## config.mk

```make
export PLATFORM = sky130hd
export DESIGN_NAME = mcyc_sequencer
export DESIGN_NICKNAME = d
export VERILOG_FILES = /design/src/rtl/mcyc_pkg.sv /design/src/rtl/mcyc_timebase.sv /design/src/rtl/mcyc_instr_ctrl.sv /design/src/rtl/mcyc_strobe_decode.sv /design/src/rtl/mcyc_sequencer.sv
export SDC_FILE = /design/constraint.sdc
export NUM_CORES = 1
export LEC_CHECK = 0
export ABC_AREA = 1
export BUFFER_PORTS_ARGS = -buffer_cell sky130_fd_sc_hd__clkbuf_2
export CAP_MARGIN = 15
export CELL_PAD_IN_SITES_DETAIL_PLACEMENT = 1
export CELL_PAD_IN_SITES_GLOBAL_PLACEMENT = 2
export CORE_UTILIZATION = 31
export CTS_CLUSTER_DIAMETER = 80
export DETAILED_ROUTE_END_ITERATION = 10
export GPL_TIMING_DRIVEN = 1
export PLACE_DENSITY = 0.88
export SYNTH_ARGS = -nofsm -noshare
export SYNTH_HDL_FRONTEND = slang
export SYNTH_HIERARCHICAL = 1
export SYNTH_SLANG_ARGS = --single-unit
```

## constraint.sdc

```tcl
create_clock -name clk -period 3 [get_ports clk]
set_input_delay 0.15 -clock clk [delete_from_list [all_inputs] [get_ports clk]]
set_output_delay 0.15 -clock clk [all_outputs]
set_load 0.005 [all_outputs]
```

## src/rtl/mcyc_pkg.sv

```systemverilog
package mcyc_pkg;
    localparam int STATES = 6;
    localparam int SLOTS  = 2 * STATES;
    localparam int HALF   = SLOTS / 2;

    typedef enum logic [1:0] {
        CYC_FIRST,
        CYC_EXTRA,
        CYC_XFER
    } cyc_kind_e;
endpackage

```

## src/rtl/mcyc_timebase.sv

```systemverilog
module mcyc_timebase #(
    parameter  int SLOTS = 12,
    localparam int SW    = $clog2(SLOTS)
) (
    input  logic          clk,
    input  logic          rst,
    output logic [SW-1:0] slot,
    output logic          cyc_end
);
    assign cyc_end = (slot == SW'(SLOTS - 1));

    always_ff @(posedge clk) begin
        if (rst || cyc_end) slot <= '0;
        else                slot <= slot + SW'(1);
    end

    p_slot_step_r1: assert property (@(posedge clk) disable iff (rst)
        !cyc_end |=> (slot == $past(slot) + SW'(1)));
    p_slot_wrap_r1: assert property (@(posedge clk) disable iff (rst)
        cyc_end |=> (slot == '0));
endmodule

```

## src/rtl/mcyc_instr_ctrl.sv

```systemverilog
module mcyc_instr_ctrl
    import mcyc_pkg::*;
#(
    parameter  int MAX_CYC = 4,
    localparam int CW      = $clog2(MAX_CYC + 1)
) (
    input  logic          clk,
    input  logic          rst,
    input  logic          op_slot,
    input  logic          cyc_end,
    input  logic          instr_len2,
    input  logic [CW-1:0] instr_cycles,
    input  logic          xdata_move,
    output logic          first_cycle,
    output logic          xfer_cycle,
    output logic          len2_q
);
    cyc_kind_e     state, state_nxt;
    logic          xd_q;
    logic [CW-1:0] ncyc_q, left_q, left_nxt, eff_cyc;

    always_comb begin
        if (instr_cycles == '0)                    eff_cyc = CW'(1);
        else if (instr_cycles > CW'(MAX_CYC))      eff_cyc = CW'(MAX_CYC);
        else                                       eff_cyc = instr_cycles;
    end

    always_comb begin
        state_nxt = state;
        left_nxt  = left_q;
        unique case (state)
            CYC_FIRST: begin
                if (xd_q) begin
                    state_nxt = CYC_XFER;
                end else if (ncyc_q > CW'(1)) begin
                    state_nxt = CYC_EXTRA;
                    left_nxt  = ncyc_q - CW'(2);
                end
            end
            CYC_EXTRA: begin
                if (left_q == '0) state_nxt = CYC_FIRST;
                else              left_nxt  = left_q - CW'(1);
            end
            CYC_XFER:  state_nxt = CYC_FIRST;
            default:   state_nxt = CYC_FIRST;
        endcase
    end

    always_ff @(posedge clk) begin
        if (rst) begin
            state  <= CYC_FIRST;
            left_q <= '0;
            len2_q <= 1'b0;
            xd_q   <= 1'b0;
            ncyc_q <= CW'(1);
        end else begin
            if (state == CYC_FIRST && op_slot) begin
                len2_q <= instr_len2;
                xd_q   <= xdata_move;
                ncyc_q <= eff_cyc;
            end
            if (cyc_end) begin
                state  <= state_nxt;
                left_q <= left_nxt;
            end
        end
    end

    assign first_cycle = (state == CYC_FIRST);
    assign xfer_cycle  = (state == CYC_XFER);

    p_xfer_single_r8: assert property (@(posedge clk) disable iff (rst)
        (xfer_cycle && cyc_end) |=> first_cycle);
    p_extra_bound_r7: assert property (@(posedge clk) disable iff (rst)
        (state == CYC_EXTRA) |-> (left_q <= CW'(MAX_CYC - 2)));
    p_state_hold_r7: assert property (@(posedge clk) disable iff (rst)
        !cyc_end |=> (state == $past(state)));
endmodule

```

## src/rtl/mcyc_strobe_decode.sv

```systemverilog
module mcyc_strobe_decode
    import mcyc_pkg::*;
#(
    localparam int SW = $clog2(SLOTS)
) (
    input  logic [SW-1:0] slot,
    input  logic          first_cycle,
    input  logic          xfer_cycle,
    input  logic          len2_q,
    output logic          ale,
    output logic          psen,
    output logic          op_latch,
    output logic          pc_inc
);
    logic ale_win, psen_win;

    always_comb begin
        ale_win  = 1'b0;
        psen_win = 1'b0;
        for (int h = 0; h < 2; h++) begin
            if (slot == SW'(h*HALF + 1) || slot == SW'(h*HALF + 2))
                ale_win = 1'b1;
            if (slot >= SW'(h*HALF + 3) && slot <= SW'(h*HALF + HALF - 1))
                psen_win = 1'b1;
        end
    end

    assign ale      = ale_win;
    assign psen     = psen_win && !xfer_cycle;
    assign op_latch = first_cycle && (slot == SW'(1));
    assign pc_inc   = op_latch || (first_cycle && len2_q && slot == SW'(HALF + 1));

    always_comb begin
        p_ale_psen_excl_r3: assert (!(ale && psen));
        p_op_then_pc_r6:    assert (!op_latch || pc_inc);
    end
endmodule

```

## src/rtl/mcyc_sequencer.sv

```systemverilog
module mcyc_sequencer
    import mcyc_pkg::*;
#(
    parameter  int MAX_CYC = 4,
    localparam int CW      = $clog2(MAX_CYC + 1),
    localparam int SW      = $clog2(SLOTS)
) (
    input  logic          clk,
    input  logic          rst,
    input  logic          instr_len2,
    input  logic [CW-1:0] instr_cycles,
    input  logic          xdata_move,
    output logic [2:0]    state_num,
    output logic          phase_p2,
    output logic          ale,
    output logic          psen,
    output logic          op_latch,
    output logic          pc_inc
);
    logic [SW-1:0] slot;
    logic          cyc_end, first_cycle, xfer_cycle, len2_q;

    mcyc_timebase #(.SLOTS(SLOTS)) u_tb (
        .clk     (clk),
        .rst     (rst),
        .slot    (slot),
        .cyc_end (cyc_end)
    );

    mcyc_instr_ctrl #(.MAX_CYC(MAX_CYC)) u_ctrl (
        .clk          (clk),
        .rst          (rst),
        .op_slot      (slot == SW'(1)),
        .cyc_end      (cyc_end),
        .instr_len2   (instr_len2),
        .instr_cycles (instr_cycles),
        .xdata_move   (xdata_move),
        .first_cycle  (first_cycle),
        .xfer_cycle   (xfer_cycle),
        .len2_q       (len2_q)
    );

    mcyc_strobe_decode u_dec (
        .slot        (slot),
        .first_cycle (first_cycle),
        .xfer_cycle  (xfer_cycle),
        .len2_q      (len2_q),
        .ale         (ale),
        .psen        (psen),
        .op_latch    (op_latch),
        .pc_inc      (pc_inc)
    );

    assign state_num = 3'(slot[SW-1:1]) + 3'd1;
    assign phase_p2  = slot[0];

    p_reset_home_r9: assert property (@(posedge clk)
        rst |=> (state_num == 3'd1 && !phase_p2 && !ale && !psen && !op_latch && !pc_inc));
    p_psen_after_ale_r3: assert property (@(posedge clk) disable iff (rst)
        ($fell(ale) && !xfer_cycle) |-> psen);
    p_op_at_s1p2_r5: assert property (@(posedge clk) disable iff (rst)
        op_latch |-> (state_num == 3'd1 && phase_p2));
endmodule

```

Word-level counts from Yosys, hierarchy flattened
Cells that the tools add are included.
Widths: inputs -> output; s select.
{"block": "totals", "register_bits": 14, "in_bits": 7, "out_inout_bits": 8, "wordCells": 59}
{"block": "op_classes", "add_sub_neg": 4, "n_lt_le_gt_ge": 6, "n_eq_ne": 12, "n_mux": 14, "n_reduce_logical": 17}
{"op": "$mux 3", "n": 5}
{"op": "$eq 4x4->1 const B", "n": 2}
{"op": "$logic_and 1x1->1", "n": 6}
{"op": "$logic_not 3->1", "n": 2}
{"op": "$mux 2", "n": 3}
{"op": "$ne 2x2->1 const B", "n": 3}
{"op": "$pmux 3 s2", "n": 1}
{"op": "$reduce_and 5->1", "n": 1}
{"op": "$add 4x1->4 const B", "n": 1}
{"op": "$eq 4x1->1 const B", "n": 1}
{"op": "$eq 4x2->1 const B", "n": 1}
{"op": "$eq 4x3->1 const B", "n": 1}
{"op": "$ge 4x2->1 const B", "n": 1}
{"op": "$ge 4x4->1 const B", "n": 1}
{"op": "$le 4x3->1 const B", "n": 1}
{"op": "$le 4x4->1 const B", "n": 1}
{"op": "$logic_or 1x1->1", "n": 4}
{"op": "$mux 1", "n": 4}
{"op": "$pmux 2 s2", "n": 1}
{"op": "$add 3x1->3 const B", "n": 1}
{"op": "$gt 3x1->1 const B", "n": 1}
{"op": "$gt 3x3->1 const B", "n": 1}
{"op": "$ne 3x3->1 const B", "n": 1}
{"op": "$reduce_and 3->1", "n": 1}
{"op": "other kinds (8)", "n": 8}

Depth between registers and ports, before layout
Gate-level depths: netlist of run 1.
{"block": "logic_depth", "ltp_word": 5, "depth_mapped": 11, "ltp_nobuf": 11}

Modules after synthesis
The synthesis of run 1 kept the hierarchy.
{"module": "mcyc_instr_ctrl", "n_inst": 1, "cells_per_inst": 82, "area_each_um2": 543.0, "seq_area_each_um2": 200.2}
{"module": "mcyc_timebase", "n_inst": 1, "cells_per_inst": 21, "area_each_um2": 168.9, "seq_area_each_um2": 80.1}
{"module": "mcyc_strobe_decode", "n_inst": 1, "cells_per_inst": 20, "area_each_um2": 96.3, "seq_area_each_um2": 0.0}
{"module": "mcyc_sequencer", "n_inst": 1, "cells_per_inst": 11, "area_each_um2": 55.1, "seq_area_each_um2": 0.0}

Worst setup path after synthesis of run 1
Ideal clock, no wire load.
{"block": "synth_timing", "path_kind": "register -> register", "start": "reg u_tb.slot[0]", "end": "reg u_ctrl.left_q[2]", "setup_time_ps": 113, "arrival_time_ps": 1347, "t_required_ps": 2887, "path_slack_ps": 1540, "path_stages_with_launch": 11, "path_buffers": 0, "period_less_slack_ps": 1460, "path_cell_list": "dfxtp_1 ha_1 nand3_1 inv_1 inv_1 nor2_1 nand2_1 nor2_2 nand2_2 nor2_1 nor2_1"}
{"block": "synth_between", "elab_chain_len": 2}
{"element": "start, declared", "line_no": "mcyc_timebase.sv:7", "rtl": "output logic [SW-1:0] slot,"}
{"element": "start signal, assigned", "line_no": "mcyc_timebase.sv:14", "rtl": "else slot <= slot + SW'(1);"}
{"element": "$eq 4x4->1", "line_no": "mcyc_timebase.sv:10", "rtl": "assign cyc_end = (slot == SW'(SLOTS - 1));"}
{"element": "net cyc_end", "line_no": "mcyc_sequencer.sv:21", "rtl": "logic cyc_end, first_cycle, xfer_cycle, len2_q;"}
{"element": "$reduce_and 5->1 (no source line)"}
{"element": "end signal, assigned", "line_no": "mcyc_instr_ctrl.sv:64", "rtl": "left_q <= left_nxt;"}
{"element": "end, declared", "line_no": "mcyc_instr_ctrl.sv:20", "rtl": "logic [CW-1:0] ncyc_q, left_q, left_nxt, eff_cyc;"}
The timed path passes the listed nets, and every way through them passes these cells.
A chain may end at the register's enable or synchronous reset.

Worst setup path in the final report of run 1
Ends and elaborated chain as after synthesis.

==> run_results.csv, run 1 <==
group,metric,value,unit
sta,min_period_over_period,0.5505,
cells_and_area,drive_gt1_frac,0.2368,
sta,relSlewSlack,0.7627,
placed_design,dpl_cell_area,970.9,µm²
setup_path,cp_max_fo,10,
pwr,p_switching,0.0001209,W
hold_path,hold_depth,2,
clock_network,h-tree-depth,1,
logic_synthesis,synth_seq_cells,14,
setup_path,cp-start-kind,"register",
logic_synthesis,ys_seq_area_frac,0.3246,
grt,antenna_found_initial,0,
job,drv_cap,0,
grt,grt_max_degree,11,
detailed_routing,drt_wl_total,2036,µm
clock_network,clk_latency,0.28,ns
clock_network,cts_tree,"done",
hold_path,hp-class,"input port to register",
sta,drv_slew,0,
floorplanning,core-area,0.002545,mm²
setup_path,cp.arrival,1.88,ns
pwr,power_frac_seq,0.492,
pwr,p_sw_frac,0.2863,
logic_synthesis,syn_area,863.3,µm²
pwr,power_density,419.1,mW/mm²
clock_network,clockBufferDepth,2,
detailed_routing,routedWlPerCell,11.19,µm
pwr,p_comb_frac,0.182,
placed_design,port_buffers,14,
logic_synthesis,avgSynthCellArea,6.443,µm²
pwr,p_leak,0.5202,nW
logic_synthesis,syn_nets,146,
setup_path,cp.buffers_inverters,2,
setup_path,cp_cell_sequence,"ha_1, nand3_1, inv_1, inv_1, nor2_1, nand2_1, nor2_2, nand2_2, nand2_1, nand2_1, nor2_1",
clock_network,clkSinkCount,14,
floorplanning,fp-row-count,18,
floorplanning,die_y,54.77,µm
cells_and_area,syn2layout_area_growth,16.67,%
sta,setup_tns,0,ns
sta,hold_violations,0,
placed_design,dp_hpwl,1653,µm
placed_design,dp.cells,178,
setup_path,cp_common_cell,"nand2_1",
sta,worst_slew_pin_slew,0.3555,ns
setup_path,max_stage_delay,0.54,ns
setup_path,crit_required,3.22,ns
pwr,p_clk_frac,0.326,
cells_and_area,nets,165,
logic_synthesis,ys.warnings.count,6,
setup_path,path_depth,11,
cells_and_area,stdcell_count,182,
cells_and_area,insertedDiodeCount,0,
detailed_routing,drt_first_pass_iters,4,
sta,clock_skew,0.003733,ns
floorplanning,dieArea,0.003000,mm²
setup_path,r2r_slack,1.35,ns
placed_design,place_congestion,0.7601,
setup_path,end_kind,"register",
floorplanning,die_w,54.77,µm
clock_network,cts_hold_buf,0,
setup_path,cp_slowest_cell,"dfxtp_1",
sta,rsz0062_at_grt,"no",
clock_network,post_cts_buffers,0,
detailed_routing,drt_iter0_drc,10,
clock_network,cts_made_buffers,3,
pwr,p_int,0.0003013,W
grt,grt_pass1_wl,3463,µm
logic_synthesis,syn_inst,134,
setup_path,cpLargestDelayFamily,"simple AND/OR/NAND/NOR gates",
floorplanning,initial_utilization,0.3392,
grt,grt_pass1_vias,769,
clock_network,clockRootBuffer,"clkbuf_4",
setup_path,path_class,"register to register",
floorplanning,pin_count,15,
sta,finalSetupViolCount,0,
pwr,peakVddDrop,0.2460,mV
sta,min_period,1.652,ns
detailed_routing,drc,0,
detailed_routing,via_per_inst,4.676,
setup_path,r2r_cells,11,
outcome,outcome,"completed",
logic_synthesis,ys_types,20,
cells_and_area,fin_area,0.001007,mm²
clock_network,cts-resized-gates,0,
detailed_routing,drtAntennaViolNets,0,
detailed_routing,dr_total_vias,851,
grt,grtUsageTotal,0.1665,
sta,holdWs,0.09791,ns
sta,max_freq,605.5,MHz
clock_network,clk_pin_slew_worst_paths,0.09,ns
grt,globalRouteOverflowTotal,0,
## worst paths after layout
check                        start               end
setup / recovery      u_tb/slot[0]  u_ctrl/left_q[2]
hold / removal                 rst   u_ctrl/state[1]
setup reg to reg      u_tb/slot[0]  u_ctrl/left_q[2]
hold reg to reg   u_ctrl/ncyc_q[2]  u_ctrl/ncyc_q[2]
## power by group through the flow
stage / Combinational (W) / Clock [W] / Sequential [W]
2_1_floorplan: 0.0000505 / 0 / 0.000209
3_3_place_gp: 0.0000748 / 0 / 0.000212
3_5_place_dp: 0.0000773 / 0 / 0.000212
4_1_cts: 0.0000783 / 0.000145 / 0.000208
5_1_grt: 0.0000902 / 0.000155 / 0.000210
6_report: 0.0000768 / 0.000138 / 0.000208
## flip-flops by register name, indices dropped and copies added (netlist names)
| signal | count |
|---|---|
| u_tb/slot | 4 |
| u_ctrl/left_q | 3 |
| u_ctrl/ncyc_q | 3 |
| u_ctrl/state | 2 |
| u_ctrl/len2_q | 1 |
| u_ctrl/xd_q | 1 |
## cell type report
cell class / instances / area, µm²
Sequential cell: 14 / 280.3
Tap cell: 30 / 37.54
Clock buffer: 4 / 36.28
Fill cell: 355 / 1538
Multi-Input combinational cell: 94 / 485.5
Inverter: 26 / 97.59
Timing Repair Buffer: 14 / 70.07
## through the flow
stage / utilization / power (W) / worst slack (ns)
after floorplan: - / 0.0002591 / 1.540
after global placement: 0.3815 / 0.0002864 / 1.408
after detailed placement: 0.3815 / 0.0002893 / 1.341
after CTS: 0.3958 / 0.0004312 / 1.322
after global routing: 0.3958 / 0.0004543 / 1.124
final: 0.3958 / 0.0004221 / 1.348
## placed cells by master, fill, tap and decap left out, types with 5 or more instances in the layout
cell type / synthesis / routed
nand3_1: 8 / 8
inv_2: 6 / 6
nor2_1: 19 / 19
clkbuf_2: 0 / 14
ha_1: 5 / 5
nand2_1: 30 / 30
dfxtp_1: 14 / 14
inv_1: 20 / 20
o21ai_0: 7 / 7
nand2_2: 5 / 5
## logic make-up (layout without fill, tap and decap cells)
group / after synthesis / count (layout) / synth area share
AOI/OAI and AO/OA: 17 / 17 / 0.1203
xor gates and xnor gates: 1 / 1 / 0.01015
adders and majority gates: 5 / 5 / 0.07246
buffers and inverters: 26 / 44 / 0.1130
DFF: 14 / 14 / 0.3246
and+or+nand+nor: 71 / 71 / 0.3594
## cell usage after synthesis (all sizes together)
master	count	area [µm²]
or2	1	6.260
a22oi	1	7.510
dfxtp	14	280.3
a211oi	1	7.510
xor2	1	8.760
ha	5	62.56
a21oi	6	37.54
nand2	35	143.9
o21ai	8	43.79
nand4	3	18.77
nor2	23	96.34
o211ai	1	7.510
nand3	8	40.04
inv	26	97.59
nor3	1	5.000
## routing by layer
layer	part of all wire	track usage	up-vias
li1	-	-	457
met1	0.51	0.2220	389
met2	0.47	0.2470	5
met3	0.015	0.05000	0
met4	0	0.06410	0
met5	0	0	-
## worst register-to-register path: stages (launching register included)
cell     delay (ns)
dfxtp_1        0.54
ha_1           0.25
nand3_1        0.12
inv_1          0.10
inv_1          0.04
nor2_1         0.08
nand2_1        0.07
nor2_2         0.09
nand2_2        0.10
nand2_1        0.08
nand2_1        0.05
nor2_1         0.10
Power figures use the tool's default switching activity.
==> inputs of run 2 (changes only) <==
--- a/config.mk
+++ b/config.mk
@@ -5,16 +5,16 @@
 export SDC_FILE = /design/constraint.sdc
 export NUM_CORES = 1
 export LEC_CHECK = 0
-export ABC_AREA = 1
+export ABC_AREA = 0
 export BUFFER_PORTS_ARGS = -buffer_cell sky130_fd_sc_hd__clkbuf_2
 export CAP_MARGIN = 15
 export CELL_PAD_IN_SITES_DETAIL_PLACEMENT = 1
 export CELL_PAD_IN_SITES_GLOBAL_PLACEMENT = 2
-export CORE_UTILIZATION = 31
+export CORE_UTILIZATION = 32
 export CTS_CLUSTER_DIAMETER = 80
 export DETAILED_ROUTE_END_ITERATION = 10
 export GPL_TIMING_DRIVEN = 1
-export PLACE_DENSITY = 0.88
+export PLACE_DENSITY = 0.82
 export SYNTH_ARGS = -nofsm -noshare
 export SYNTH_HDL_FRONTEND = slang
 export SYNTH_HIERARCHICAL = 1
==> constraint.sdc (replaced) <==
create_clock -name clk -period 1.7 [get_ports clk]
set_input_delay 0.085 -clock clk [delete_from_list [all_inputs] [get_ports clk]]
set_output_delay 0.085 -clock clk [all_outputs]
set_load 0.005 [all_outputs]
==> run_results.csv, run 2 <==
group,metric,value,unit
outcome,outcome,"finished, violations left",
outcome,violations,"setup timing",
clock_network,clkSinkCount,14,
logic_synthesis,yosys.area.top_type_share,0.3191,
floorplanning,fp-row-count,18,
logic_synthesis,yosysMostFrequentCell,"dfxtp_1",
sta,hold_violations,0,
floorplanning,pin_count,15,
floorplanning,die_y,54.39,µm
setup_path,cp.arrival,1.92,ns
pwr,p_int,0.0005545,W
logic_synthesis,syn_area,878.3,µm²
hold_path,min_to,"u_ctrl/len2_q",
setup_path,end_kind,"register",
grt,grt_max_degree,13,
logic_synthesis,yosys_most_used_dff,"dfxtp_1",
sta,rsz0062_at_grt,"yes",
hold_path,min-delay-start,"instr_len2",
setup_path,path_class,"register to register",
cells_and_area,drive_gt1_frac,0.3704,
sta,min_period_over_period,1.027,
sta,relSlewSlack,0.7488,
hold_path,hp-class,"input port to register",
logic_synthesis,synthTopCellsByCount,"dfxtp_1 (14), nor2_1 (9), a21oi_1 (8), inv_1 (7), nand2_1 (7)",
sta,max_freq,572.7,MHz
pwr,p_switching,0.0002214,W
logic_synthesis,synthMuxAreaShare,0.03561,
cells_and_area,stdcell_count,165,
logic_synthesis,synth-xor-area-share,0.01994,
pwr,peakVddDrop,0.4044,mV
clock_network,cts_hold_buf,0,
clock_network,clk_latency,0.28,ns
pwr,p_comb_frac,0.222,
cells_and_area,top_regs,"u_tb/slot (4), u_ctrl/left_q (3), u_ctrl/ncyc_q (3)",
sta,min_period,1.746,ns
clock_network,clockBufferDepth,2,
cells_and_area,fin_area,0.001170,mm²
logic_synthesis,ys_types,45,
placed_design,dpl_cell_area,0.001115,mm²
clock_network,cts_made_buffers,3,
cells_and_area,insertedDiodeCount,0,
pwr,power_density,663.3,mW/mm²
floorplanning,die_w,54.39,µm
floorplanning,core-area,0.002545,mm²
floorplanning,dieArea,0.002958,mm²
clock_network,h-tree-depth,1,
grt,grtUsageTotal,0.1811,
logic_synthesis,ys.warnings.count,6,
placed_design,dp.cells,160,
clock_network,cts_tree,"done",
grt,grt_pass1_wl,3822,µm
placed_design,port_buffers,14,
detailed_routing,drt_wl_total,2394,µm
logic_synthesis,synth_fa_ha_area_frac,0.08262,
grt,antenna_found_initial,0,
pwr,power_frac_seq,0.457,
setup_path,cp-start-kind,"register",
grt,globalRouteOverflowTotal,0,
placed_design,place_congestion,0.7848,
setup_path,cpLargestDelayFamily,"compound AO/OA/AOI/OAI gates",
logic_synthesis,avgSynthCellArea,8.611,µm²
pwr,p_sw_frac,0.2854,
logic_synthesis,synth_edf_count,0,
detailed_routing,dr_total_vias,873,
detailed_routing,drt_first_pass_iters,4,
logic_synthesis,ys_seq_area_frac,0.3191,
setup_path,reg2reg_to,"u_ctrl/left_q[2]",
setup_path,cp_slowest_cell,"a2111o_1",
cells_and_area,top_register,"u_tb/slot",
setup_path,cp_max_fo,4,
placed_design,dp_hpwl,1789,µm
pwr,p_clk_frac,0.321,
setup_path,timing.rr.start,"u_ctrl/left_q[0]",
cells_and_area,final_common_cell,"buf_4",
job,drv_cap,0,
setup_path,r2r_slack,-0.05,ns
sta,worst_slew_pin_slew,0.3760,ns
clock_network,clockRootBuffer,"clkbuf_4",
sta,finalSetupViolCount,1,
detailed_routing,drc,0,
sta,drv_slew,0,
floorplanning,initial_utilization,0.3451,
detailed_routing,via_per_inst,5.291,
logic_synthesis,synth-simple-area-share,0.3262,
cells_and_area,mostFrequentLayoutCells,"buf_4 (16), clkbuf_2 (14), dfxtp_1 (11)",
pwr,p_leak,0.5093,nW
hold_path,hold_depth,3,
detailed_routing,drt_iter0_drc,14,
cells_and_area,syn2layout_area_growth,33.19,%
grt,grt_pass1_vias,846,
cells_and_area,nets,148,
logic_synthesis,yosysTopAreaCell,"dfxtp_1",
clock_network,clk_pin_slew_worst_paths,0.09,ns
logic_synthesis,syn_nets,114,
logic_synthesis,synth_compound_area_frac,0.1781,
setup_path,cp_cell_sequence,"inv_2, ha_2, nor2b_4, a2111o_1, buf_4, o41ai_1",
logic_synthesis,synth_top_family_by_area,"simple AND/OR/NAND/NOR gates",
setup_path,r2r_cells,6,
logic_synthesis,netlist_top_cells_area,"dfxtp_1 (32%), ha_1 (7.1%), a21oi_1 (4.6%), nor2_1 (3.8%), inv_1 (3.0%)",
logic_synthesis,async_reset_ff_frac,0,
sta,clock_skew,0.003989,ns
cells_and_area,largest_register_ffs,4,
sta,fin_ws,-0.04598,ns
logic_synthesis,syn_inst,102,
setup_path,crit_required,1.88,ns
setup_path,max_stage_delay,0.47,ns
logic_synthesis,synth_seq_cells,14,
detailed_routing,routedWlPerCell,14.51,µm
detailed_routing,drtAntennaViolNets,0,
setup_path,cp.buffers_inverters,2,
==> run 2: cell count changes after synthesis, moves of 3 or more <==
cell | before | now
a21oi_1 | 4 | 8
inv_1 | 20 | 7
inv_2 | 6 | 1
nand2_1 | 30 | 7
nand2_2 | 5 | 0
nand3_1 | 8 | 5
nor2_1 | 19 | 9
nor2_2 | 4 | 1
nor2b_1 | 0 | 4
o21ai_0 | 7 | 1
==> run 2: power groups by stage <==
stage          combinational [W]  sequential [W]  clock (W)
3_5_place_dp            0.000171        0.000362          0
3_3_place_gp            0.000164        0.000361          0
2_1_floorplan          0.0000906        0.000371          0
4_1_cts                 0.000174        0.000355   0.000255
6_report                0.000172        0.000354   0.000249
5_1_grt                 0.000192        0.000356   0.000284
==> run 2: worst max path at each step <==
| stage | from | end | slack (ns) | cells past startpoint |
|---|---|---|---|---|
| after global placement | u_ctrl/left_q[0] | u_ctrl/left_q[1] | -0.05 | 6 |
| after global routing | u_ctrl/left_q[0] | u_ctrl/left_q[2] | -0.08 | 6 |
| final | u_ctrl/left_q[0] | u_ctrl/left_q[2] | -0.05 | 6 |
| after CTS | u_ctrl/left_q[0] | u_ctrl/left_q[2] | 0.005 | 6 |
| after detailed placement | u_ctrl/left_q[0] | u_ctrl/left_q[1] | -0.09 | 6 |
| after floorplan | u_tb/slot[1] | u_ctrl/left_q[1] | -0.07 | 6 |
==> run 2: logic make-up after synthesis <==
logic type      Yosys count
simple gates             47
flops                    14
fa+ha+maj                 6
xor+xnor                  2
buf+inv                   9
compound gates           21
mux                       3
==> run 2: repair_timing <==
action	CTS	global route
resized for setup	0	6
pin swaps	2	2
setup buffers	0	1
setup endpoints to repair	3	4
==> run 2: cell type report <==
type / instances / area (µm²)
flip-flops and latches: 14 / 289.0
multi-input cells: 79 / 586.8
fillers: 319 / 1375
clock buffers: 4 / 36.28
well taps: 30 / 37.54
inverters: 8 / 30.03
repair buffers: 30 / 190.2
==> run 2: metal layers <==
layer  share of wire  vias to the layer above  global-route usage  wire [µm]
met5               0                        -                   0          0
met4          0.0088                        0             0.05128         21
met3           0.020                        2             0.03333         48
met2            0.52                       12              0.3150       1256
met1            0.45                      424              0.2248       1067
li1                -                      435                   -          -
==> run 2: stage by stage <==
step	total power (W)	setup TNS, ns	hold WS [ns]	worst slack (ns)	util
after floorplan	0.0004617	-0.07462	0.1451	-0.07462	-
after global placement	0.0005245	-0.05033	0.3236	-0.05033	0.4381
after detailed placement	0.0005339	-0.09413	0.3388	-0.09249	0.4381
after CTS	0.0007836	0	0.03388	0.004966	0.4523
after global routing	0.0008320	-0.1869	0.03852	-0.08432	0.4597
final	0.0007760	-0.04598	0.03804	-0.04598	0.4597
==> run 2: tightest hold or removal path: stages <==
cell,delay [ns]
clkbuf_2,0.08
nand3_1,0.05
a21oi_1,0.06
